## src/rtl/xfe_pkg.sv

```systemverilog
// Package: shared encodings for the translation front end.
// Assumes: access, walk status and exception codes are fixed by the
// block's neighbours and by software, so the values below must not move.
package xfe_pkg;

    typedef enum logic [1:0] {
        ACC_LOAD  = 2'd0,
        ACC_STORE = 2'd1,
        ACC_FETCH = 2'd2
    } acc_e;

    typedef enum logic [1:0] {
        WST_OK      = 2'd0,
        WST_NOTRANS = 2'd1,
        WST_PROT    = 2'd2
    } wst_e;

    typedef enum logic [2:0] {
        EXC_NONE  = 3'd0,
        EXC_ISTOR = 3'd1,
        EXC_DSTOR = 3'd2,
        EXC_ISEG  = 3'd3,
        EXC_DSEG  = 3'd4
    } exc_e;

    typedef enum logic [2:0] {
        CAUSE_NONE    = 3'd0,
        CAUSE_SEGMISS = 3'd1,
        CAUSE_NOEXEC  = 3'd2,
        CAUSE_NOTRANS = 3'd3,
        CAUSE_PROT    = 3'd4
    } cause_e;

    typedef enum logic [1:0] {
        ST_IDLE = 2'd0,
        ST_SEG  = 2'd1,
        ST_WALK = 2'd2,
        ST_DONE = 2'd3
    } state_e;

    localparam int CODE_W = 32;
    localparam int PERM_W = 3;

    localparam logic [PERM_W-1:0] PERM_ALL     = 3'b111;
    localparam logic [CODE_W-1:0] CODE_NOTRANS = 32'h4000_0000;
    localparam logic [CODE_W-1:0] CODE_PROT    = 32'h0800_0000;
    localparam logic [CODE_W-1:0] CODE_NOEXEC  = 32'h1000_0000;
    localparam logic [CODE_W-1:0] CODE_STORE   = 32'h0200_0000;

endpackage

```

## src/rtl/xfe_mode_sel.sv

```systemverilog
// Module: decides per access whether translation is bypassed and forms
// the untranslated real address.
// Assumes: fetches follow only the instruction enable, loads and stores
// only the data enable; the top CLR_BITS of the address are dropped.
module xfe_mode_sel
    import xfe_pkg::*;
#(
    parameter int AW       = 64,
    parameter int CLR_BITS = 4
) (
    input  acc_e          kind,
    input  logic          instr_reloc,
    input  logic          data_reloc,
    input  logic [AW-1:0] addr,
    output logic          bypass,
    output logic [AW-1:0] real_addr
);
    localparam logic [AW-1:0] KEEP_MASK = {AW{1'b1}} >> CLR_BITS;

    // Choose the relocate enable that governs this access type.
    always_comb begin
        if (kind == ACC_FETCH) begin
            bypass = !instr_reloc;
        end else begin
            bypass = !data_reloc;
        end
    end

    // Untranslated address keeps only the low AW-CLR_BITS bits.
    assign real_addr = addr & KEEP_MASK;
endmodule

```

## src/rtl/xfe_fault_enc.sv

```systemverilog
// Module: maps a failure cause and access type to an exception class,
// an instruction-side error code and a data-side syndrome.
// Assumes: CAUSE_NOEXEC is only raised for fetches by the caller.
module xfe_fault_enc
    import xfe_pkg::*;
(
    input  acc_e              kind,
    input  cause_e            cause,
    output exc_e              exc,
    output logic [CODE_W-1:0] err_code,
    output logic [CODE_W-1:0] syndrome,
    output logic              cap_addr,
    output logic              upd_syn
);
    logic is_fetch;
    logic is_store;

    assign is_fetch = (kind == ACC_FETCH);
    assign is_store = (kind == ACC_STORE);

    // Select class and codes; data faults add the store flag to the syndrome.
    always_comb begin
        exc      = EXC_NONE;
        err_code = '0;
        syndrome = '0;
        cap_addr = 1'b0;
        upd_syn  = 1'b0;
        unique case (cause)
            CAUSE_SEGMISS: begin
                if (is_fetch) begin
                    exc = EXC_ISEG;
                end else begin
                    exc      = EXC_DSEG;
                    cap_addr = 1'b1;
                end
            end
            CAUSE_NOEXEC: begin
                exc      = EXC_ISTOR;
                err_code = CODE_NOEXEC;
            end
            CAUSE_NOTRANS, CAUSE_PROT: begin
                if (is_fetch) begin
                    exc      = EXC_ISTOR;
                    err_code = (cause == CAUSE_PROT) ? CODE_PROT : CODE_NOTRANS;
                end else begin
                    exc      = EXC_DSTOR;
                    cap_addr = 1'b1;
                    upd_syn  = 1'b1;
                    syndrome = ((cause == CAUSE_PROT) ? CODE_PROT : CODE_NOTRANS)
                             | (is_store ? CODE_STORE : '0);
                end
            end
            default: begin
                exc = EXC_NONE;
            end
        endcase
    end
endmodule

```

## src/rtl/xfe_page_mask.sv

```systemverilog
// Module: clears the page offset of a real address.
// Assumes: page size is 2**PAGE_SHIFT bytes for the reported page.
module xfe_page_mask #(
    parameter int AW         = 64,
    parameter int PAGE_SHIFT = 12
) (
    input  logic [AW-1:0] addr,
    output logic [AW-1:0] page
);
    localparam logic [AW-1:0] PAGE_MASK = {AW{1'b1}} << PAGE_SHIFT;

    // Drop the offset bits within the page.
    assign page = addr & PAGE_MASK;
endmodule

```

## src/rtl/xlate_fault_frontend.sv

```systemverilog
// Module: top control for address translation. Accepts one access at a
// time, bypasses or runs segment lookup then page walk, and reports a
// one-cycle done with a translation or a fault record.
// Assumes: neighbours answer each request eventually; responses are
// only looked at in the matching wait state.
module xlate_fault_frontend
    import xfe_pkg::*;
#(
    parameter int AW         = 64,
    parameter int PAGE_SHIFT = 12,
    parameter int CLR_BITS   = 4
) (
    input  logic              clk,
    input  logic              rst_n,
    input  logic              req_valid,
    output logic              req_ready,
    input  logic [AW-1:0]     req_addr,
    input  logic [1:0]        req_kind,
    input  logic              instr_reloc,
    input  logic              data_reloc,
    output logic              seg_req,
    output logic [AW-1:0]     seg_addr,
    input  logic              seg_resp_valid,
    input  logic              seg_hit,
    input  logic              seg_noexec,
    output logic              walk_req,
    output logic [AW-1:0]     walk_addr,
    output logic [1:0]        walk_kind,
    input  logic              walk_resp_valid,
    input  logic [1:0]        walk_status,
    input  logic [AW-1:0]     walk_raddr,
    input  logic [2:0]        walk_perm,
    output logic              done,
    output logic              ok,
    output logic [AW-1:0]     raddr,
    output logic [AW-1:0]     page_addr,
    output logic [2:0]        perm,
    output logic [2:0]        exc_kind,
    output logic [31:0]       err_code,
    output logic [AW-1:0]     dar,
    output logic [31:0]       dsisr
);
    state_e            st_q;
    logic [AW-1:0]     addr_q;
    acc_e              kind_q;
    logic              ok_q;
    logic [AW-1:0]     raddr_q;
    logic [PERM_W-1:0] perm_q;
    exc_e              exc_q;
    logic [CODE_W-1:0] err_q;
    logic [AW-1:0]     dar_q;
    logic [CODE_W-1:0] dsisr_q;

    acc_e              req_kind_e;
    logic              bypass;
    logic [AW-1:0]     bypass_addr;

    cause_e            cause_d;
    logic              finish_d;
    logic              to_walk_d;
    exc_e              enc_exc;
    logic [CODE_W-1:0] enc_err;
    logic [CODE_W-1:0] enc_syn;
    logic              enc_cap;
    logic              enc_upd;

    assign req_kind_e = acc_e'(req_kind);

    xfe_mode_sel #(
        .AW       (AW),
        .CLR_BITS (CLR_BITS)
    ) u_mode (
        .kind        (req_kind_e),
        .instr_reloc (instr_reloc),
        .data_reloc  (data_reloc),
        .addr        (req_addr),
        .bypass      (bypass),
        .real_addr   (bypass_addr)
    );

    xfe_fault_enc u_enc (
        .kind     (kind_q),
        .cause    (cause_d),
        .exc      (enc_exc),
        .err_code (enc_err),
        .syndrome (enc_syn),
        .cap_addr (enc_cap),
        .upd_syn  (enc_upd)
    );

    xfe_page_mask #(
        .AW         (AW),
        .PAGE_SHIFT (PAGE_SHIFT)
    ) u_page (
        .addr (raddr_q),
        .page (page_addr)
    );

    // Classify the response seen in the current wait state.
    always_comb begin
        cause_d   = CAUSE_NONE;
        finish_d  = 1'b0;
        to_walk_d = 1'b0;
        unique case (st_q)
            ST_SEG: begin
                if (seg_resp_valid) begin
                    if (!seg_hit) begin
                        cause_d  = CAUSE_SEGMISS;
                        finish_d = 1'b1;
                    end else if (kind_q == ACC_FETCH && seg_noexec) begin
                        cause_d  = CAUSE_NOEXEC;
                        finish_d = 1'b1;
                    end else begin
                        to_walk_d = 1'b1;
                    end
                end
            end
            ST_WALK: begin
                if (walk_resp_valid) begin
                    finish_d = 1'b1;
                    unique case (walk_status)
                        WST_OK:   cause_d = CAUSE_NONE;
                        WST_PROT: cause_d = CAUSE_PROT;
                        default:  cause_d = CAUSE_NOTRANS;
                    endcase
                end
            end
            default: begin
                cause_d = CAUSE_NONE;
            end
        endcase
    end

    // Sequence the access and register its result at entry to DONE.
    always_ff @(posedge clk) begin
        if (!rst_n) begin
            st_q    <= ST_IDLE;
            addr_q  <= '0;
            kind_q  <= ACC_LOAD;
            ok_q    <= 1'b0;
            raddr_q <= '0;
            perm_q  <= '0;
            exc_q   <= EXC_NONE;
            err_q   <= '0;
        end else begin
            unique case (st_q)
                ST_IDLE: begin
                    if (req_valid) begin
                        addr_q <= req_addr;
                        kind_q <= req_kind_e;
                        if (bypass) begin
                            st_q    <= ST_DONE;
                            ok_q    <= 1'b1;
                            raddr_q <= bypass_addr;
                            perm_q  <= PERM_ALL;
                            exc_q   <= EXC_NONE;
                            err_q   <= '0;
                        end else begin
                            st_q <= ST_SEG;
                        end
                    end
                end
                ST_SEG, ST_WALK: begin
                    if (to_walk_d) begin
                        st_q <= ST_WALK;
                    end else if (finish_d) begin
                        st_q <= ST_DONE;
                        if (cause_d == CAUSE_NONE) begin
                            ok_q    <= 1'b1;
                            raddr_q <= walk_raddr;
                            perm_q  <= walk_perm;
                            exc_q   <= EXC_NONE;
                            err_q   <= '0;
                        end else begin
                            ok_q    <= 1'b0;
                            raddr_q <= '0;
                            perm_q  <= '0;
                            exc_q   <= enc_exc;
                            err_q   <= enc_err;
                        end
                    end
                end
                default: begin
                    st_q <= ST_IDLE;
                end
            endcase
        end
    end

    // Held data-fault registers, loaded only by completing data faults.
    always_ff @(posedge clk) begin
        if (!rst_n) begin
            dar_q   <= '0;
            dsisr_q <= '0;
        end else if (finish_d && cause_d != CAUSE_NONE) begin
            if (enc_cap) begin
                dar_q <= addr_q;
            end
            if (enc_upd) begin
                dsisr_q <= enc_syn;
            end
        end
    end

    assign req_ready = (st_q == ST_IDLE);
    assign seg_req   = (st_q == ST_SEG);
    assign walk_req  = (st_q == ST_WALK);
    assign seg_addr  = addr_q;
    assign walk_addr = addr_q;
    assign walk_kind = kind_q;
    assign done      = (st_q == ST_DONE);
    assign ok        = done && ok_q;
    assign raddr     = done ? raddr_q : '0;
    assign perm      = done ? perm_q : '0;
    assign exc_kind  = done ? exc_q : EXC_NONE;
    assign err_code  = done ? err_q : '0;
    assign dar       = dar_q;
    assign dsisr     = dsisr_q;
endmodule

```

## config.mk

```make
export PLATFORM = sky130hd
export DESIGN_NAME = xlate_fault_frontend
export DESIGN_NICKNAME = d
export VERILOG_FILES = /design/src/rtl/xfe_pkg.sv /design/src/rtl/xfe_mode_sel.sv /design/src/rtl/xfe_fault_enc.sv /design/src/rtl/xfe_page_mask.sv /design/src/rtl/xlate_fault_frontend.sv
export SDC_FILE = /design/constraint.sdc
export NUM_CORES = 1
export LEC_CHECK = 0
export ABC_AREA = 1
export BUFFER_PORTS_ARGS = -buffer_cell sky130_fd_sc_hd__buf_2
export CAP_MARGIN = 0
export CORE_AREA = 2 2 211 213
export CTS_BUF_LIST = sky130_fd_sc_hd__clkbuf_16
export CTS_CLUSTER_SIZE = 40
export DETAILED_ROUTE_END_ITERATION = 10
export DIE_AREA = 0 0 213 215
export PLACE_DENSITY = 0.47
export REMOVE_ABC_BUFFERS = 1
export SYNTH_ARGS = -nofsm -noshare
export SYNTH_HDL_FRONTEND = slang
export SYNTH_SLANG_ARGS = --single-unit
```

## constraint.sdc

```tcl
create_clock -name clk -period 2 [get_ports clk]
set_clock_uncertainty 0.2 [all_clocks]
set_input_delay 0 -clock clk [delete_from_list [all_inputs] [get_ports clk]]
set_output_delay 0 -clock clk [all_outputs]
set_load 0.005 [all_outputs]
```

==> results.sh, run 1 <==
export IMPL_peakVddDrop_mv=0.650
export IMPL_critical_path_cell_chain="inv_4 > ha_4 > buf_4 > nand4_1 > nand2_2 > nor2_4 > clkinv_4 > buf_12 > nor2_1 > nor2_1"
export IMPL_synth_area_um2=10400
export IMPL_grt_max_degree=104
export IMPL_global_route_overflow_total=0
export IMPL_reg2reg_from="st_q[1]$_SDFFE_PN0P_"
export IMPL_hold_class="input pin to register"
export IMPL_htreeDepth=1
export IMPL_synth_top_family_by_area="simple AND/OR/NAND/NOR gates"
export IMPL_rsz0062_at_grt="yes"
export IMPL_min_from="walk_status[0]"
export IMPL_drv_slew=0
export IMPL_crit_path_frequent_cell="nor2_1"
export IMPL_place_gp_congestion=0.790
export IMPL_finalPower_mw=19.8
export IMPL_max_cap_violations=0
export IMPL_synth_seq_cells=209
export IMPL_drt_iter0_markers=483
export IMPL_drc_errors=0
export IMPL_final_nets=2132
export IMPL_yosys_area_share_simple=0.244
export IMPL_stdcell_count=2594
export IMPL_synth_compound_area_frac=0.126
export IMPL_synth_mux_area_fraction=0
export IMPL_path_buf_inv=4
export IMPL_die_x_um=213
export IMPL_cp_required_ps=2230
export IMPL_first_pass_iters=6
export IMPL_ys_warn_count=0
export IMPL_drive_gt1_frac=0.313
export IMPL_routed_via_density=4.17
export IMPL_cts_path_max_buffers=3
export IMPL_whs_ps=28.7
export IMPL_r2r_cells=10
export IMPL_p_per_area_nw_per_um2=1310
export IMPL_yosysSeqAreaShare=0.404
export IMPL_grt_pass1_wl_mm=58.2
export IMPL_p_leak_nw=8.09
export IMPL_ant_nets=0
export IMPL_cts_root_buf="clkbuf_16"
export IMPL_worst_setup_path_end_kind="register"
export IMPL_cts_tree="done"
export IMPL_rr_endpoint="raddr_q[28]$_SDFFE_PN0P_"
export IMPL_layout_min_cycle_time_ps=2060
export IMPL_outcome="complete, but fails checks"
export IMPL_utilization=0.346
export IMPL_worst_setup_path_type="register to register"
export IMPL_cts_sinks=209
export IMPL_vias=10816
export IMPL_critPathTopFamily="simple AND/OR/NAND/NOR gates"
export IMPL_areaGrowthSynthToFinish_pct=45.6
export IMPL_core_rowCount=77
export IMPL_yosys_area_share_adder=0.00483
export IMPL_clkSlewWorstSetupHoldPaths_ps=60
export IMPL_post_place_ws_ps=-222
export IMPL_whs_path_depth=7
export IMPL_syn_avg_cell_area_um2=6.92
export IMPL_violations="setup timing"
export IMPL_finalHoldViolations=0
export IMPL_holdPathEnd="err_q[28]$_SDFFE_PN0P_"
export IMPL_post_route_period_util=1.03
export IMPL_synth_cell_types=25
export IMPL_antenna_found_initial=1
export IMPL_finalSetupViolCount=76
export IMPL_start_kind="register"
export IMPL_yosys_area_share_xor_xnor=0
export IMPL_cts_buffers=25
export IMPL_cpMaxStageDelayCell="dfxtp_4"
export IMPL_grt_use_total=0.162
export IMPL_fmax_mhz=486
export IMPL_path_max_fanout=33
export IMPL_critPathArrivalTime_ps=2290
export IMPL_grt_pass1_vias=10113
export IMPL_dpl_hpwl_mm=26.1
export IMPL_die_height_um=215
export IMPL_drt_total_wl_mm=39.8
export IMPL_dieArea_um2=45800
export IMPL_dp_cells=2393
export IMPL_clock_latency_ps=540
export IMPL_reg2reg_setup_slack_ps=-60
export IMPL_ioPinCount=541
export IMPL_critPathMaxStageDelay_ps=380
export IMPL_routedWlPerCell_um=15.3
export IMPL_setup_slack_ps=-57.7
export IMPL_port_buffer_count=470
export IMPL_netlist_instances=1497
export IMPL_core_um2=43600
export IMPL_initial_utilization=0.237
==> layout by cell type, fill, tap and decap left out, types with 7 or more instances in the layout <==
master	count
inv_1	107
nor2_1	334
buf_12	16
dlygate4sd3_1	142
buf_2	469
buf_16	7
nand2_1	184
nand2_2	12
clkbuf_16	29
inv_2	7
nand3_1	75
dfxtp_1	207
o21ai_2	10
a21oi_1	37
o21ai_1	95
nor2_2	17
conb_1	70
clkinv_1	7
o21ai_0	113
buf_4	26
==> worst min-delay path: stages <==
cell	delay, ps
buf_2	130
nand3_2	110
nand2_2	80
nand2_2	90
buf_4	140
nand3_1	100
a21oi_1	70
==> metrics by stage <==
stage / TNS [ps] / instance area [um^2]
after detailed placement: -23350 / 12400
after floorplan: -484560 / 8750
after CTS: -1040 / 14900
after global placement: -15830 / 12400
final: -2020 / 15100
after global routing: -16210 / 15100
==> cell type report <==
cell class / count / area [um^2]
Antenna cell: 1 / 2.50
Timing Repair Buffer: 669 / 4640
Tap cell: 592 / 741
Clock inverter: 19 / 101
Clock buffer: 25 / 626
Inverter: 112 / 447
Multi-Input combinational cell: 967 / 4340
Sequential cell: 209 / 4190
Fill cell: 4678 / 28600
==> synth_stat cells (all sizes together) <==
cell / number / area (um^2)
nor2: 356 / 1370
buf: 230 / 1680
o21ai: 218 / 1090
dfxtp: 209 / 4180
nand2: 197 / 742
inv: 108 / 405
nand3: 79 / 400
clkbuf: 48 / 180
a21oi: 38 / 190
clkinv: 4 / 16.3
ha: 4 / 50.1
o211ai: 3 / 22.5
nand4: 2 / 18.8
conb: 1 / 3.75
==> cell families after synthesis <==
family	after synthesis
compound gates	259
fa+ha+maj	4
simple gates	634
flops	209
other cells	1
buf+inv	390
==> what timing repair did <==
action / 4_1_cts / 5_1_grt
setup endpoints to repair: 207 / 190
hold endpoints to repair: 203 / 0
cloned: 5 / 4
pin swaps: 11 / 18
buffers inserted: 5 / 0
hold buffers: 142 / 0
resized for setup: 53 / 48
==> how the worst max path moves through the flow <==
| stage | slack, ps | end | from | cells after the start |
|---|---|---|---|---|
| after floorplan | -2900 | raddr_q[0]$_SDFFE_PN0P_ | st_q[0]$_SDFFE_PN0P_ | 9 |
| after global placement | -170 | raddr_q[7]$_SDFFE_PN0P_ | st_q[0]$_SDFFE_PN0P_ | 13 |
| after detailed placement | -220 | raddr_q[55]$_SDFFE_PN0P_ | st_q[0]$_SDFFE_PN0P_ | 13 |
| after CTS | -40 | dar[16]$_SDFFE_PN0P_ | st_q[0]$_SDFFE_PN0P_ | 12 |
| after global routing | -160 | dar[12]$_SDFFE_PN0P_ | st_q[0]$_SDFFE_PN0P_ | 12 |
| final | -60 | raddr_q[28]$_SDFFE_PN0P_ | st_q[1]$_SDFFE_PN0P_ | 10 |
==> metal layers <==
layer  global-route usage  share of wire  up-vias
li1                     -              -     5414
met1                0.205           0.45     4983
met2                0.286           0.48      375
met3               0.0235          0.054       44
met4               0.0415          0.017        0
met5                    0              0        -
==> report_power, final <==
group / total, mW / switching (mW) / internal, mW / leakage (nW)
sequential: 6.49 / 1.07 / 5.42 / 1.71
clock: 4.18 / 1.81 / 2.37 / 0.395
combinational: 9.14 / 5.24 / 3.90 / 5.98
==> sequential cells by signal, summed over array words and instances, names as in the netlist <==
name and cells:
seg_addr 64, raddr_q 64, perm_q 3, walk_kind 2, exc_q 3, st_q 2, dar 64, err_q 3
ok_q 1, dsisr 3
(Power assumes the default switching activity.)
==> run 2, diff against run 1 <==
--- a/config.mk
+++ b/config.mk
@@ -8,12 +8,15 @@
 export ABC_AREA = 1
 export BUFFER_PORTS_ARGS = -buffer_cell sky130_fd_sc_hd__buf_2
 export CAP_MARGIN = 0
-export CORE_AREA = 2 2 211 213
+export CELL_PAD_IN_SITES_DETAIL_PLACEMENT = 1
+export CELL_PAD_IN_SITES_GLOBAL_PLACEMENT = 2
+export CORE_ASPECT_RATIO = 1.25
+export CORE_UTILIZATION = 21
 export CTS_BUF_LIST = sky130_fd_sc_hd__clkbuf_16
+export CTS_CLUSTER_DIAMETER = 200
 export CTS_CLUSTER_SIZE = 40
 export DETAILED_ROUTE_END_ITERATION = 10
-export DIE_AREA = 0 0 213 215
-export PLACE_DENSITY = 0.47
+export PLACE_DENSITY = 0.76
 export REMOVE_ABC_BUFFERS = 1
 export SYNTH_ARGS = -nofsm -noshare
 export SYNTH_HDL_FRONTEND = slang
==> results.sh, run 2 (same netlist as run 1, synthesis figures left out) <==
export IMPL_outcome="complete, but fails checks"
export IMPL_violations="setup timing"
export IMPL_core_rowCount=90
export IMPL_global_route_overflow_total=0
export IMPL_clock_latency_ps=510
export IMPL_rsz0062_at_grt="yes"
export IMPL_place_gp_congestion=0.809
export IMPL_path_max_fanout=33
export IMPL_layout_min_cycle_time_ps=2180
export IMPL_grt_max_degree=48
export IMPL_fillCellCount=6051
export IMPL_finalSetupViolCount=217
export IMPL_fmax_mhz=458
export IMPL_ant_nets=0
export IMPL_routedWlPerCell_um=17.7
export IMPL_drv_slew=0
export IMPL_dieArea_um2=50200
export IMPL_place_area_um2=12600
export IMPL_cts_sinks=209
export IMPL_cts_buffers=9
export IMPL_final_nets=2150
export IMPL_relSlewSlack=0.595
export IMPL_start_kind="register"
export IMPL_hold_class="input pin to register"
export IMPL_first_pass_iters=4
export IMPL_cts_root_buf="clkbuf_16"
export IMPL_cts_path_max_buffers=3
export IMPL_die_height_um=250
export IMPL_post_place_ws_ps=-221
export IMPL_ioPinCount=541
export IMPL_cts_tree="done"
export IMPL_p_per_area_nw_per_um2=1230
export IMPL_final_area_um2=15500
export IMPL_post_route_period_util=1.09
export IMPL_setup_slack_ps=-185
export IMPL_initial_utilization=0.213
export IMPL_drive_gt1_frac=0.345
export IMPL_grt_pass1_wl_mm=67.9
export IMPL_tightest_slew_ps=608
export IMPL_clkSlewWorstSetupHoldPaths_ps=160
export IMPL_htreeDepth=1
export IMPL_antenna_found_initial=3
export IMPL_p_leak_nw=8.21
export IMPL_max_cap_violations=0
export IMPL_dpl_hpwl_mm=30.4
export IMPL_finalPower_mw=19.0
export IMPL_drt_total_wl_mm=46.8
export IMPL_critPathArrivalTime_ps=2340
export IMPL_vias=11110
export IMPL_die_x_um=201
export IMPL_cp_required_ps=2150
export IMPL_port_buffer_count=470
export IMPL_worst_setup_path_end_kind="register"
export IMPL_routed_via_density=4.20
export IMPL_grt_use_total=0.175
export IMPL_drc_errors=0
export IMPL_finalHoldViolations=0
export IMPL_mostFrequentLayoutCell="buf_2"
export IMPL_areaGrowthSynthToFinish_pct=49.2
export IMPL_worst_setup_path_type="register to register"
export IMPL_peakVddDrop_mv=0.823
export IMPL_core_um2=48500
export IMPL_grt_pass1_vias=11192
export IMPL_final_cell_mix="buf_2 (467), nor2_1 (339), dfxtp_1 (207), nand2_1 (166), dlygate4sd3_1 (141)"
export IMPL_drt_iter0_markers=344
[run 2: cell types whose count changed in the layout (fill, tap and decap cells not counted), sizes merged]
cell,delta
buf,+34
bufinv,-1
clkbuf,-15
clkinv,-7
dlygate4sd3,-1
inv,-10
[run 2: final timing paths]
check | startpoint | end | slack (ps) | depth (start not counted)
hold reg to reg | exc_q[2]$_SDFFE_PN0P_ | exc_q[2]$_SDFFE_PN0P_ | 280 | 2
setup reg to reg | st_q[0]$_SDFFE_PN0P_ | dar[52]$_SDFFE_PN0P_ | -180 | 11
setup / recovery | st_q[0]$_SDFFE_PN0P_ | dar[52]$_SDFFE_PN0P_ | -180 | 11
hold / removal | seg_resp_valid | st_q[0]$_SDFFE_PN0P_ | 20 | 5
[run 2: area by class of cell]
| cell class | instances | area [um^2] | share of cell area |
|---|---|---|---|
| inverter | 112 | 452 | 0.0292 |
| multi-input combinational | 967 | 4610 | 0.298 |
| clock inverter | 1 | 30.0 | 0.00194 |
| antenna | 1 | 2.50 | 0.000162 |
| timing repair buffer | 703 | 5150 | 0.333 |
| clock buffer | 9 | 225 | 0.0146 |
| tap | 644 | 806 | 0.0521 |
| sequential | 209 | 4190 | 0.271 |
[run 2: worst max-delay path, cell delays in order (launching register included)]
cell	delay, ps
dfxtp_4	400
inv_2	40
buf_6	110
ha_4	290
buf_12	130
buf_6	100
nand4_4	120
nand2_4	120
nand2_8	100
buf_12	200
o21ai_1	140
nor2_1	50
[run 2: timing repair]
action | CTS | global route
hold buffers | 141 | 0
hold endpoints to repair | 191 | 0
pin swaps | 23 | 32
buffers inserted | 14 | 10
gates cloned | 11 | 5
gates resized for setup | 126 | 114
endpoints found under the setup margin | 217 | 217
[run 2: through the flow]
| stage | utilization | std cells | TNS [ps] | hold WS (ps) |
|---|---|---|---|---|
| floorplan | - | 1288 | -484560 | -77.0 |
| global placement | 0.260 | 2460 | -10630 | 51.6 |
| detailed placement | 0.260 | 2460 | -21770 | 62.3 |
| CTS | 0.310 | 2636 | -18880 | 7.38 |
| global route | 0.318 | 2645 | -42510 | 72.7 |
| finish | 0.319 | 2646 | -23600 | 20.0 |
[run 2: layer usage]
metal	GRT usage	routed length [um]
met2	0.326	24400
met4	0.0571	1160
met5	0	24
met3	0.0207	1800
met1	0.207	19400
[run 2: where the power goes]
group	switching, mW	internal [mW]
clock	1.47	0.852
sequential	1.23	5.40
combinational	5.75	4.34
total	8.45	10.6
==> run 3, diff against run 2 <==
--- a/config.mk
+++ b/config.mk
@@ -16,6 +16,7 @@
 export CTS_CLUSTER_DIAMETER = 200
 export CTS_CLUSTER_SIZE = 40
 export DETAILED_ROUTE_END_ITERATION = 10
+export GPL_TIMING_DRIVEN = 0
 export PLACE_DENSITY = 0.76
 export REMOVE_ABC_BUFFERS = 1
 export SYNTH_ARGS = -nofsm -noshare
==> results.sh, run 3 (same netlist as run 1, synthesis figures left out) <==
export IMPL_outcome="complete, but fails checks"
export IMPL_violations="hold timing, setup timing"
export IMPL_p_clk_frac=0.108
export IMPL_grt_pass1_vias=11253
export IMPL_mostFrequentLayoutCell="buf_2"
export IMPL_worst_setup_path_end_kind="register"
export IMPL_path_buf_inv=7
export IMPL_first_pass_iters=6
export IMPL_stdcell_count=2637
export IMPL_setup_slack_ps=-270
export IMPL_clock_latency_ps=510
export IMPL_dieArea_um2=50200
export IMPL_dpl_hpwl_mm=28.1
export IMPL_startpoint="st_q[0]$_SDFFE_PN0P_"
export IMPL_power_frac_seq=0.301
export IMPL_htreeDepth=1
export IMPL_cts_tree="done"
export IMPL_fmax_mhz=441
export IMPL_routed_wl_met3_mm=2.41
export IMPL_layout_min_cycle_time_ps=2270
export IMPL_combinationalPowerShare=0.591
export IMPL_ant_nets=0
export IMPL_p_leak_nw=8.18
export IMPL_grt_pass1_wl_mm=73.7
export IMPL_clkSlewWorstSetupHoldPaths_ps=160
export IMPL_critPathArrivalTime_ps=2410
export IMPL_routedWlPerCell_um=19.4
export IMPL_final_cell_mix="buf_2 (469), nor2_1 (281), dfxtp_1 (207), nand2_1 (182), dlygate4sd3_1 (139)"
export IMPL_wl_met2_mm=26.3
export IMPL_critPathTopFamily="buffers and inverters"
export IMPL_critical_path_cell_chain="inv_4 > ha_4 > buf_16 > inv_16 > o21ai_4 > nand2_2 > nor2_4 > buf_12 > buf_12 > inv_16 > buf_16 > nand2_2 > a21oi_2"
export IMPL_final_nets=2141
export IMPL_ioPinCount=541
export IMPL_port_buffer_count=470
export IMPL_p_per_area_nw_per_um2=1370
export IMPL_maxUsedRoutingLayer="met5"
export IMPL_grt_max_degree=116
export IMPL_drt_iter0_markers=353
export IMPL_post_place_ws_ps=-2370
export IMPL_switching_share=0.460
export IMPL_cts_buffers=9
export IMPL_peakVddDrop_mv=0.820
export IMPL_critPathMaxStageDelay_ps=390
export IMPL_cts_path_max_buffers=3
export IMPL_p_int_mw=11.6
export IMPL_grt_use_total=0.196
export IMPL_cpMaxStageDelayCell="dfxtp_4"
export IMPL_drc_errors=0
export IMPL_die_x_um=201
export IMPL_finalHoldViolations=85
export IMPL_dp_cells=2412
export IMPL_relSlewSlack=0.546
export IMPL_hold_class="input pin to register"
export IMPL_post_route_period_util=1.13
export IMPL_cp_required_ps=2140
export IMPL_vias=11282
export IMPL_drv_slew=0
export IMPL_worst_setup_path_type="register to register"
export IMPL_drive_gt1_frac=0.352
export IMPL_tightest_slew_ps=681
export IMPL_antenna_found_initial=3
export IMPL_core_um2=48500
export IMPL_finalSetupViolCount=142
export IMPL_reg2reg_from="st_q[0]$_SDFFE_PN0P_"
export IMPL_whs_ps=-237
export IMPL_place_gp_congestion=0.782
export IMPL_cts_root_buf="clkbuf_16"
export IMPL_start_kind="register"
export IMPL_wirelength_met1_mm=21.4
export IMPL_rsz0062_at_grt="yes"
export IMPL_cts_hold_buf=139
export IMPL_areaGrowthSynthToFinish_pct=52.1
export IMPL_routed_via_density=4.28
export IMPL_cts_sinks=209
export IMPL_initial_utilization=0.213
export IMPL_path_max_fanout=7
export IMPL_drt_total_wl_mm=51.3
export IMPL_global_route_overflow_total=0
export IMPL_max_cap_violations=0
export IMPL_p_sw_mw=9.93
export IMPL_die_height_um=250
export IMPL_min_from="rst_n"
export IMPL_core_rowCount=90
-- run 3: cell count changes in the layout (fill, tap and decap cells not counted), moves of 11 or more --
cell / before / now
buf_4: 39 / 19
nand2_1: 166 / 182
nand2_4: 13 / 2
nor2_1: 339 / 281
nor2_2: 9 / 41
nor2_4: 8 / 34
o21ai_0: 71 / 132
o21ai_1: 113 / 67
o21ai_2: 33 / 16
-- run 3: area by class of cell --
type / count / area [um^2]
repair buffers: 683 / 5050
inverters: 112 / 512
flip-flops and latches: 209 / 4190
repair inverters: 10 / 188
clock inverters: 1 / 30.0
diodes: 1 / 2.50
multi-input cells: 968 / 4760
well taps: 644 / 806
clock buffers: 9 / 225
fillers: 5983 / 32800
-- run 3: layer usage --
| metal | vias up | global-route usage |
|---|---|---|
| met5 | - | 0 |
| met4 | 4 | 0.0504 |
| met3 | 54 | 0.0269 |
| met2 | 381 | 0.357 |
| met1 | 5432 | 0.239 |
| li1 | 5411 | - |
-- run 3: worst paths after layout --
path	to	slack, ps	cells after the start
min	dar[14]$_SDFFE_PN0P_	-240	3
max	err_q[27]$_SDFFE_PN0P_	-270	13
max reg2reg	err_q[27]$_SDFFE_PN0P_	-270	13
min reg2reg	exc_q[2]$_SDFFE_PN0P_	280	2
-- run 3: tightest hold or removal path, cell delays in order --
cell     delay [ps]
buf_6           230
o21ai_1         160
nor2_1           50
-- run 3: timing repair --
action | CTS | global route
gates resized for setup | 124 | 115
gates cloned | 23 | 5
endpoints found under the setup margin | 265 | 265
pin swaps | 31 | 15
hold endpoints to repair | 166 | 85
setup buffers | 46 | 2
-- run 3: power groups by stage --
stage	clock network, mW	logic (mW)	registers (mW)
finish	2.34	12.7	6.49
global route	2.59	13.8	6.66
CTS	2.46	12.0	6.48
detailed placement	0	8.03	6.54
global placement	0	6.66	6.55
floorplan	0	3.69	6.01
-- run 3: per-stage QoR --
stage               hold WS [ps]  utilization  instance area, um^2  power, mW  TNS (ps)
floorplan                  -77.0            -                 8750       9.70   -484560
global placement            50.1        0.245                11900       13.2  -1445860
detailed placement          60.9        0.251                12200       14.6   -354950
CTS                         -227        0.315                15300       20.9    -42350
global route                -209        0.325                15800       23.1    -43120
finish                      -237        0.325                15800       21.6    -27620
